[src/rtl/flash_mode_pkg.sv]
package flash_mode_pkg;

    localparam int REG_W  = 8;
    localparam int WBITS  = REG_W - 1;
    localparam int MODE_W = 3;

    localparam int BIT_PRG_GO    = 0;
    localparam int BIT_ERS_GO    = 1;
    localparam int BIT_PRG_VFY   = 2;
    localparam int BIT_ERS_VFY   = 3;
    localparam int BIT_PRG_SETUP = 4;
    localparam int BIT_ERS_SETUP = 5;
    localparam int BIT_SW_EN     = 6;
    localparam int BIT_HW_EN     = 7;

    typedef enum logic [MODE_W-1:0] {
        M_READ         = 3'd0,
        M_ARMED        = 3'd1,
        M_PROG_SETUP   = 3'd2,
        M_PROGRAM      = 3'd3,
        M_ERASE_SETUP  = 3'd4,
        M_ERASE        = 3'd5,
        M_PROG_VERIFY  = 3'd6,
        M_ERASE_VERIFY = 3'd7
    } fmode_e;

    typedef enum logic [1:0] {
        GATE_PIN,
        GATE_SWEN,
        GATE_ERS,
        GATE_PRG
    } gate_e;

    function automatic gate_e gate_of(input int b);
        if (b == BIT_SW_EN)       return GATE_PIN;
        else if (b == BIT_ERS_GO) return GATE_ERS;
        else if (b == BIT_PRG_GO) return GATE_PRG;
        else                      return GATE_SWEN;
    endfunction

endpackage

[src/rtl/fmc_wr_gate.sv]
module fmc_wr_gate
    import flash_mode_pkg::*;
#(
    parameter int NBITS = WBITS
) (
    input  logic             pin_i,
    input  logic             flash_en_i,
    input  logic             wr_i,
    input  logic             swen_i,
    input  logic             ers_setup_i,
    input  logic             prg_setup_i,
    output logic [NBITS-1:0] wen_o
);

    logic base_ok;
    assign base_ok = wr_i & flash_en_i & pin_i;

    for (genvar i = 0; i < NBITS; i++) begin : g_bit
        localparam gate_e G = gate_of(i);
        if (G == GATE_PIN) begin : g_pin
            assign wen_o[i] = base_ok;
        end else if (G == GATE_ERS) begin : g_ers
            assign wen_o[i] = base_ok & swen_i & ers_setup_i;
        end else if (G == GATE_PRG) begin : g_prg
            assign wen_o[i] = base_ok & swen_i & prg_setup_i;
        end else begin : g_swen
            assign wen_o[i] = base_ok & swen_i;
        end
    end

endmodule

[src/rtl/fmc_regbits.sv]
module fmc_regbits
    import flash_mode_pkg::*;
#(
    parameter int NBITS = WBITS
) (
    input  logic             clk,
    input  logic             rst_n,
    input  logic             pin_i,
    input  logic             flash_en_i,
    input  logic             wr_i,
    input  logic             hw_standby_i,
    input  logic             sw_standby_i,
    input  logic [NBITS-1:0] wen_i,
    input  logic [NBITS-1:0] wdata_i,
    output logic [NBITS-1:0] bits_q
);

    logic             clear_now;
    logic [NBITS-1:0] bits_d;

    assign clear_now = ~pin_i | hw_standby_i | sw_standby_i;

    for (genvar i = 0; i < NBITS; i++) begin : g_next
        assign bits_d[i] = wen_i[i] ? wdata_i[i] : bits_q[i];
    end

    always_ff @(posedge clk or negedge rst_n) begin
        if (!rst_n) begin
            bits_q <= '0;
        end else if (clear_now) begin
            bits_q <= '0;
        end else begin
            bits_q <= bits_d;
        end
    end

    // protection pin low wipes every writable bit
    p_pin_low_clears_r7: assert property (@(posedge clk) disable iff (!rst_n)
        !pin_i |=> (bits_q == '0));

    // either standby input clears the register
    p_standby_clears_r2: assert property (@(posedge clk) disable iff (!rst_n)
        (hw_standby_i | sw_standby_i) |=> (bits_q == '0));

    // writes while flash is disabled leave contents untouched
    p_disabled_hold_r3: assert property (@(posedge clk) disable iff (!rst_n)
        (wr_i & !flash_en_i & pin_i & !hw_standby_i & !sw_standby_i) |=> $stable(bits_q));

    // setup and verify bits rise only with software enable already set
    p_ctrl_gate_r5: assert property (@(posedge clk) disable iff (!rst_n)
        ($rose(bits_q[BIT_ERS_SETUP]) | $rose(bits_q[BIT_PRG_SETUP]) |
         $rose(bits_q[BIT_ERS_VFY])   | $rose(bits_q[BIT_PRG_VFY]))
        |-> $past(bits_q[BIT_SW_EN]));

    // erase go rises only after erase setup
    p_erase_gate_r6: assert property (@(posedge clk) disable iff (!rst_n)
        $rose(bits_q[BIT_ERS_GO]) |-> $past(bits_q[BIT_SW_EN] & bits_q[BIT_ERS_SETUP]));

    // program go rises only after program setup
    p_prog_gate_r6: assert property (@(posedge clk) disable iff (!rst_n)
        $rose(bits_q[BIT_PRG_GO]) |-> $past(bits_q[BIT_SW_EN] & bits_q[BIT_PRG_SETUP]));

endmodule

[src/rtl/fmc_mode_fsm.sv]
module fmc_mode_fsm
    import flash_mode_pkg::*;
#(
    parameter int NBITS = WBITS
) (
    input  logic              clk,
    input  logic              rst_n,
    input  logic              pin_i,
    input  logic              flash_en_i,
    input  logic [NBITS-1:0]  bits_i,
    output logic [MODE_W-1:0] mode_o,
    output logic              prog_en_o,
    output logic              erase_en_o
);

    fmode_e state_q;
    fmode_e state_d;

    // Next state: the state the register contents decode to, by priority
    always_comb begin
        if (!pin_i || !flash_en_i || !bits_i[BIT_SW_EN]) begin
            state_d = M_READ;
        end else if (bits_i[BIT_PRG_SETUP] && bits_i[BIT_PRG_GO]) begin
            state_d = M_PROGRAM;
        end else if (bits_i[BIT_ERS_SETUP] && bits_i[BIT_ERS_GO]) begin
            state_d = M_ERASE;
        end else if (bits_i[BIT_PRG_SETUP]) begin
            state_d = M_PROG_SETUP;
        end else if (bits_i[BIT_ERS_SETUP]) begin
            state_d = M_ERASE_SETUP;
        end else if (bits_i[BIT_PRG_VFY]) begin
            state_d = M_PROG_VERIFY;
        end else if (bits_i[BIT_ERS_VFY]) begin
            state_d = M_ERASE_VERIFY;
        end else begin
            state_d = M_ARMED;
        end
    end

    // State register
    always_ff @(posedge clk or negedge rst_n) begin
        if (!rst_n) begin
            state_q <= M_READ;
        end else begin
            state_q <= state_d;
        end
    end

    // Outputs
    always_comb begin
        mode_o     = state_q;
        prog_en_o  = 1'b0;
        erase_en_o = 1'b0;
        unique case (state_q)
            M_PROGRAM: prog_en_o  = 1'b1;
            M_ERASE:   erase_en_o = 1'b1;
            M_READ, M_ARMED, M_PROG_SETUP, M_ERASE_SETUP,
            M_PROG_VERIFY, M_ERASE_VERIFY: ;
            default: ;
        endcase
        if (!pin_i) begin
            mode_o     = M_READ;
            prog_en_o  = 1'b0;
            erase_en_o = 1'b0;
        end
    end

    // program state is only held while the register carried both program bits
    p_prog_requires_bits_r8: assert property (@(posedge clk) disable iff (!rst_n)
        (state_q == M_PROGRAM) |-> $past(bits_i[BIT_PRG_SETUP] & bits_i[BIT_PRG_GO] & bits_i[BIT_SW_EN]));

    // never both pulse enables at once
    p_enables_exclusive_r9: assert property (@(posedge clk) disable iff (!rst_n)
        !(prog_en_o & erase_en_o));

endmodule

[src/rtl/flash_mode_ctl.sv]
module flash_mode_ctl
    import flash_mode_pkg::*;
(
    input  logic              clk,
    input  logic              rst_n,
    input  logic              hw_wen_pin,
    input  logic              hw_standby,
    input  logic              sw_standby,
    input  logic              flash_en,
    input  logic              bus_sel,
    input  logic              bus_wr,
    input  logic [REG_W-1:0]  bus_wdata,
    output logic [REG_W-1:0]  bus_rdata,
    output logic [MODE_W-1:0] mode_o,
    output logic              prog_en_o,
    output logic              erase_en_o
);

    logic             wr_strobe;
    logic [WBITS-1:0] wen;
    logic [WBITS-1:0] bits_q;
    logic             unused_hw_bit;

    assign wr_strobe     = bus_sel & bus_wr;
    assign unused_hw_bit = bus_wdata[BIT_HW_EN];

    fmc_wr_gate #(.NBITS(WBITS)) u_gate (
        .pin_i       (hw_wen_pin),
        .flash_en_i  (flash_en),
        .wr_i        (wr_strobe),
        .swen_i      (bits_q[BIT_SW_EN]),
        .ers_setup_i (bits_q[BIT_ERS_SETUP]),
        .prg_setup_i (bits_q[BIT_PRG_SETUP]),
        .wen_o       (wen)
    );

    fmc_regbits #(.NBITS(WBITS)) u_bits (
        .clk          (clk),
        .rst_n        (rst_n),
        .pin_i        (hw_wen_pin),
        .flash_en_i   (flash_en),
        .wr_i         (wr_strobe),
        .hw_standby_i (hw_standby),
        .sw_standby_i (sw_standby),
        .wen_i        (wen),
        .wdata_i      (bus_wdata[WBITS-1:0]),
        .bits_q       (bits_q)
    );

    fmc_mode_fsm #(.NBITS(WBITS)) u_fsm (
        .clk        (clk),
        .rst_n      (rst_n),
        .pin_i      (hw_wen_pin),
        .flash_en_i (flash_en),
        .bits_i     (bits_q),
        .mode_o     (mode_o),
        .prog_en_o  (prog_en_o),
        .erase_en_o (erase_en_o)
    );

    assign bus_rdata = (bus_sel & flash_en) ? {hw_wen_pin, bits_q} : '0;

    // disabled flash never exposes register contents
    p_disabled_reads_zero_r3: assert property (@(posedge clk) disable iff (!rst_n)
        !flash_en |-> (bus_rdata == '0));

endmodule

[config.mk]
export PLATFORM = sky130hd
export DESIGN_NAME = flash_mode_ctl
export DESIGN_NICKNAME = d
export VERILOG_FILES = /design/src/rtl/flash_mode_pkg.sv /design/src/rtl/fmc_wr_gate.sv /design/src/rtl/fmc_regbits.sv /design/src/rtl/fmc_mode_fsm.sv /design/src/rtl/flash_mode_ctl.sv
export SDC_FILE = /design/constraint.sdc
export NUM_CORES = 1
export LEC_CHECK = 0
export ABC_AREA = 1
export ABC_CLOCK_PERIOD_IN_PS = 3300
export CAP_MARGIN = 40
export CORE_AREA = 2 2 39 41
export CTS_BUF_LIST = sky130_fd_sc_hd__clkbuf_4
export DETAILED_ROUTE_END_ITERATION = 6
export DIE_AREA = 0 0 41 43
export DONT_BUFFER_PORTS = 1
export HOLD_SLACK_MARGIN = 0.15
export PLACE_DENSITY = 0.7
export SYNTH_ARGS = -nofsm -noshare
export SYNTH_HDL_FRONTEND = slang
export SYNTH_HIERARCHICAL = 1
export SYNTH_SLANG_ARGS = --single-unit
[constraint.sdc]
create_clock -name clk -period 3.3 [get_ports clk]
set_input_delay 0.99 -clock clk [delete_from_list [all_inputs] [get_ports clk]]
set_output_delay 0.99 -clock clk [all_outputs]
set_load 0.02 [all_outputs]
==> flow_summary.ini, run 1 <==
[finish]
multi_input_area_um2 = 277
area_growth_pct = 2.38
drive_gt1_share_pct = 5.31
n_antenna_cell = 0
stdcell_area_um2 = 701
fin_cells = 129
final_nets = 130
seq_area_um2 = 250
fillers = 151

[worst_setup_path]
cp.arrival_ns = 1.60
worst-path-stages = 2
reg2reg_depth = 5
crit_path_end_kind = primary output
crit_required_ns = 2.31
crit_type = input pin to primary output
worst_path_largest_cell_delay_ns = 0.57
path_max_fanout = 9
start_kind = input pin
crit_buf_inv = 0
worst_path_max_delay_cell = nor3b_1
cp_top_family = simple AND/OR/NAND/NOR gates
crit_chain = nand2_1 -> nor3b_1

[timing]
layout_setup_ws_ns = 0.707
fin_crit_sh_pct = 78.6
worst_slew_pin_slew_ns = 0.687
finalHoldViolCount = 0
skew_ns = 0.00337
fin_hold_ws_ns = 0.406
finalSetupViolCount = 0
max_freq_mhz = 386
period_needed_ns = 2.59
rsz0062_at_grt = false
fin_setup_tns_ns = 0
slew_violations = 0
slew_headroom_pct = 54.1

[die]
die_area_um2 = 1760
die_y_um = 43
core_area_um2 = 1380
io_pins = 29
rows = 14
die_w_um = 41
initial_core_util_pct = 49.5

[yosys]
synth_top_family_by_area = simple AND/OR/NAND/NOR gates
syn-num-nets = 129
synth_xor_xnor_area_share_pct = 0
seq_area_frac_synth_pct = 36.6
syn_area_um2 = 684
syn_avg_cell_area_um2 = 6.06
synthCells = 113
synth_cell_type_count = 12
yosys.area_share.simple_pct = 39.7
ys_ff_latch = 10
yosys_warnings = 6
synth_compound_area_share_pct = 0.731
synthAdderAreaFrac_pct = 0
muxShareOfSynthArea_pct = 0

[grt]
grt_pass1_vias = 534
grt_max_degree = 11
grt_pass1_wl_mm = 2.06
use_met2_pct = 29.4
gr-total-overflow = 0
antenna_found_initial = 0
grt_busiest_layer = met2
met1_usage_pct = 19.1
track_usage_pct = 17.8
use_met3_pct = 3.14

[detailed_routing]
route.detailed.drc = 0
wl_per_cell_um = 9.87
dr.pass1.iters = 3
route.antenna.remaining_nets = 0
vias = 595
detail_route.iter0.violations = 13
via_per_inst = 4.61
wl_mm = 1.27

[pwr]
powerDensity_nw_per_um2 = 312
peakVddDrop_mv = 0.142
leakage_nw = 0.423

[clock_tree]
clk_transition_reported_paths_ns = 0.07
cts_resized = 0
cts_sinks = 10
cts_setup_buffers = 0
root_buffer = clkbuf_4
cts_hold_buf = 0
tritoncts = built
clk_latency_ns = 0.27
htree_levels = 1
numCtsBuffers = 3
clock_path_buffers = 2

[placement]
pre_cts_slack_ns = 0.701
io_buffers = 0
place_area_um2 = 674
gp_congestion = 0.762
placed_cells = 125
dp_hpwl_um = 986

[run_status]
status = finished clean

[min_path]
hold_class = input pin to asynchronous set/reset pin

[run]
drv_cap = 0
[power breakdown]
group	internal (W)	switching, W	total [W]
logic	0.00000256	0.00000492	0.00000747
clock network	0.0000438	0.0000449	0.0000887
registers	0.000123	0.0000000509	0.000123
total	0.000169	0.0000499	0.000219
[synthesized netlist by cell type]
master / instances / share of area (%)
nor3b_1: 2 / 2.2
a21oi_1: 1 / 0.73
inv_1: 33 / 18
nor2_1: 38 / 21
nand3_1: 2 / 1.5
nand2_2: 1 / 0.91
buf_4: 4 / 4.4
nand2_1: 19 / 10
dfrtp_1: 10 / 37
inv_2: 1 / 0.55
nand4_1: 1 / 0.91
nand3b_4: 1 / 2.9
[final cells by class]
cell class / instances / area share, %
clock buffers: 3 / 3.21
clock inverters: 1 / 0.536
multi-input cells: 65 / 39.5
well taps: 16 / 2.86
flip-flops and latches: 10 / 35.7
inverters: 34 / 18.2
[metrics by stage]
stage	total power [W]	utilization [%]
floorplan	0.000132	-
detailed placement	0.000133	48.7
finish	0.000219	50.6
CTS	0.000221	50.6
global placement	0.000133	48.7
global route	0.000227	50.6
[metal layers]
metal	part of all wire, %	vias to the layer above
met5	0	-
met4	3.0	0
met2	49	20
met3	6.8	5
met1	41	260
li1	-	310
[cell families (layout without fill, tap and decap cells)]
family / count (synthesis) / in the layout
AOI/OAI and AO/OA: 1 / 1
DFF: 10 / 10
and+or+nand+nor: 64 / 64
buffers and inverters: 38 / 38
[placed cells by master, fill, tap and decap left out]
cell type,n
nand2_1,19
dfrtp_1,10
inv_1,33
nand4_1,1
a21oi_1,1
nand3_1,2
nand2_2,1
inv_2,1
nor3b_1,2
clkinv_1,1
clkbuf_4,3
nor2_1,38
nand3b_4,1
[sequential cells by signal, summed over array words and instances, names as in the netlist]
register	cells
u_fsm/state_q	3
u_bits/bits_q	7
[path summary, 6_finish.rpt]
check                              endpoint              from  slack (ns)
max                              erase_en_o        hw_wen_pin        0.71
min                        u_bits/bits_q[0]             rst_n        0.41
max reg2reg                u_bits/bits_q[3]  u_bits/bits_q[6]        2.14
min reg2reg                u_fsm/state_q[2]  u_bits/bits_q[0]        0.63
max in group asynchronous  u_bits/bits_q[5]             rst_n        2.82
min in group clk           u_fsm/state_q[2]  u_bits/bits_q[0]        0.63
Note: power is estimated with default switching activity, not from simulation.
==> run 2, diff against run 1 <==
- ABC_CLOCK_PERIOD_IN_PS: 3300 -> 2200
- PLACE_DENSITY: 0.7 -> 0.73
- clock period: 3.3 -> 2.2 ns (I/O delays scaled with it)
==> run 2 against run 1 <==
Sequential power increased by 50%. Clock skew fell by 0.0015 ns. Via count shrank 2.0%. Non-clock buffer count grew 3. Flip-flop and latch count is the same. Clock power increased by 45%. Register-to-register slack lost 1.1 ns. Die area is the same. Critical path depth unchanged. Largest power group unchanged.
==> flow_summary.ini, run 2 (synthesis results as in run 1) <==
[detailed_routing]
vias = 583
route.detailed.drc = 0
wl_mm = 1.23
wl_met2_um = 599
route.met3.wl_um = 64
wl_per_cell_um = 9.29
detail_route.iter0.violations = 7
via_per_inst = 4.42
route.antenna.remaining_nets = 0
wl_met1_um = 543
dr.pass1.iters = 4
highest_layer = met4

[die]
die_w_um = 41
die_y_um = 43
die_area_um2 = 1760
core_area_um2 = 1380
initial_core_util_pct = 49.5
rows = 14
io_pins = 29

[min_path]
min_to = u_fsm/state_q[2]
hp-start = hw_wen_pin
hold_class = input pin to flop
whs_path_depth = 2

[worst_setup_path]
worstReg2RegEnd = u_bits/bits_q[3]
reg2reg_slack_ns = 1.00
worst_path_max_delay_cell = nor2_1
path_max_fanout = 8
cp.arrival_ns = 1.11
crit_buf_inv = 0
crit_path_end_kind = primary output
crit_chain = nand2_2 -> nor2_1
reg2reg_depth = 6
start_kind = input pin
worst_path_largest_cell_delay_ns = 0.34
crit_type = input pin to primary output
cp_top_family = simple AND/OR/NAND/NOR gates
rr_startpoint = u_bits/bits_q[6]
crit_required_ns = 1.54

[grt]
gr-total-overflow = 0
antenna_found_initial = 0
track_usage_pct = 16.6
grt_max_degree = 11
grt_pass1_vias = 503
grt_pass1_wl_mm = 1.95

[timing]
finalSetupViolCount = 0
rsz0062_at_grt = false
fin_setup_tns_ns = 0
finalHoldViolCount = 0
slew_violations = 0
layout_setup_ws_ns = 0.433
max_freq_mhz = 566
slew_headroom_pct = 71.3
fin_hold_ws_ns = 0.526
worst_slew_pin_slew_ns = 0.430
skew_ns = 0.00187
fin_crit_sh_pct = 80.3
period_needed_ns = 1.77

[clock_tree]
tritoncts = built
cts_sinks = 10
clk_latency_ns = 0.26
numCtsBuffers = 3
root_buffer = clkbuf_4
clock_path_buffers = 2
htree_levels = 1
clk_transition_reported_paths_ns = 0.06
cts_resized = 0

[pwr]
switching_share_pct = 22.7
power_frac_seq_pct = 55.9
p_switching_w = 0.0000745
power_frac_clock_pct = 39.3
p_int_w = 0.000254
powerDensity_nw_per_um2 = 453
p_comb_share_pct = 4.7
leakage_nw = 0.438
peakVddDrop_mv = 0.222

[run_status]
status = finished clean

[finish]
reg.largest.list = u_bits/bits_q (7), u_fsm/state_q (3)
top_register = u_bits/bits_q
n_antenna_cell = 0
final_common_cell = nor2_1
drive_gt1_share_pct = 6.90
final_cell_mix = nor2_1 (38), inv_1 (33), nand2_1 (19), dfrtp_1 (10), clkbuf_4 (3)
final_nets = 133
largest_reg_flops = 7
area_growth_pct = 6.03

[placement]
gp_congestion = 0.745
io_buffers = 0
pre_cts_slack_ns = 0.413
dp_hpwl_um = 943

[run]
drv_cap = 0
==> run 2: cell types whose count changed in the layout (fill, tap and decap cells not counted), sizes merged <==
cell / before / now
buf: 0 / 2
dlygate4sd3: 0 / 1
==> run 2: area by class of cell <==
type                    count  area (µm²)
fillers                   140         658
well taps                  16        20.0
multi-input cells          65         277
clock inverters             1        3.75
inverters                  34         128
repair buffers              3        25.0
clock buffers               3        22.5
flip-flops and latches     10         250
==> run 2: worst max-delay path by stage <==
stage	cells past startpoint	slack (ns)	from	endpoint
after CTS	2	0.41	bus_sel	bus_rdata[5]
after detailed placement	2	0.41	bus_sel	bus_rdata[5]
final	2	0.43	bus_sel	bus_rdata[5]
after floorplan	2	0.31	hw_wen_pin	prog_en_o
after global routing	2	0.37	bus_sel	bus_rdata[7]
after global placement	2	0.41	bus_sel	bus_rdata[5]
==> run 2: power by group through the flow <==
stage                     logic [W]  registers (W)  clock network [W]
final                     0.0000156       0.000184           0.000129
after global routing      0.0000185       0.000184           0.000138
after CTS                 0.0000164       0.000184           0.000132
after detailed placement  0.0000116       0.000188                  0
after global placement    0.0000112       0.000188                  0
after floorplan           0.0000101       0.000187                  0
==> run 2: repair_timing <==
action	CTS	global route
endpoints found under the hold margin	10	0
buffers inserted	0	0
endpoints found under the setup margin	0	0
hold buffers	1	0
==> run 2: routing by layer <==
| metal | up-vias | track usage [%] |
|---|---|---|
| met4 | 0 | 10.0 |
| met2 | 19 | 26.3 |
| met3 | 2 | 1.57 |
| met1 | 243 | 20.6 |
| li1 | 319 | - |
| met5 | - | 0 |
==> run 2: stage by stage <==
stage / util, % / cell area, µm² / cells / total power [W]
finish: 52.4 / 726 / 132 / 0.000329
global route: 52.4 / 726 / 132 / 0.000340
CTS: 52.4 / 726 / 132 / 0.000333
detailed placement: 49.8 / 689 / 127 / 0.000199
global placement: 49.8 / 689 / 127 / 0.000199
floorplan: - / 684 / 113 / 0.000198
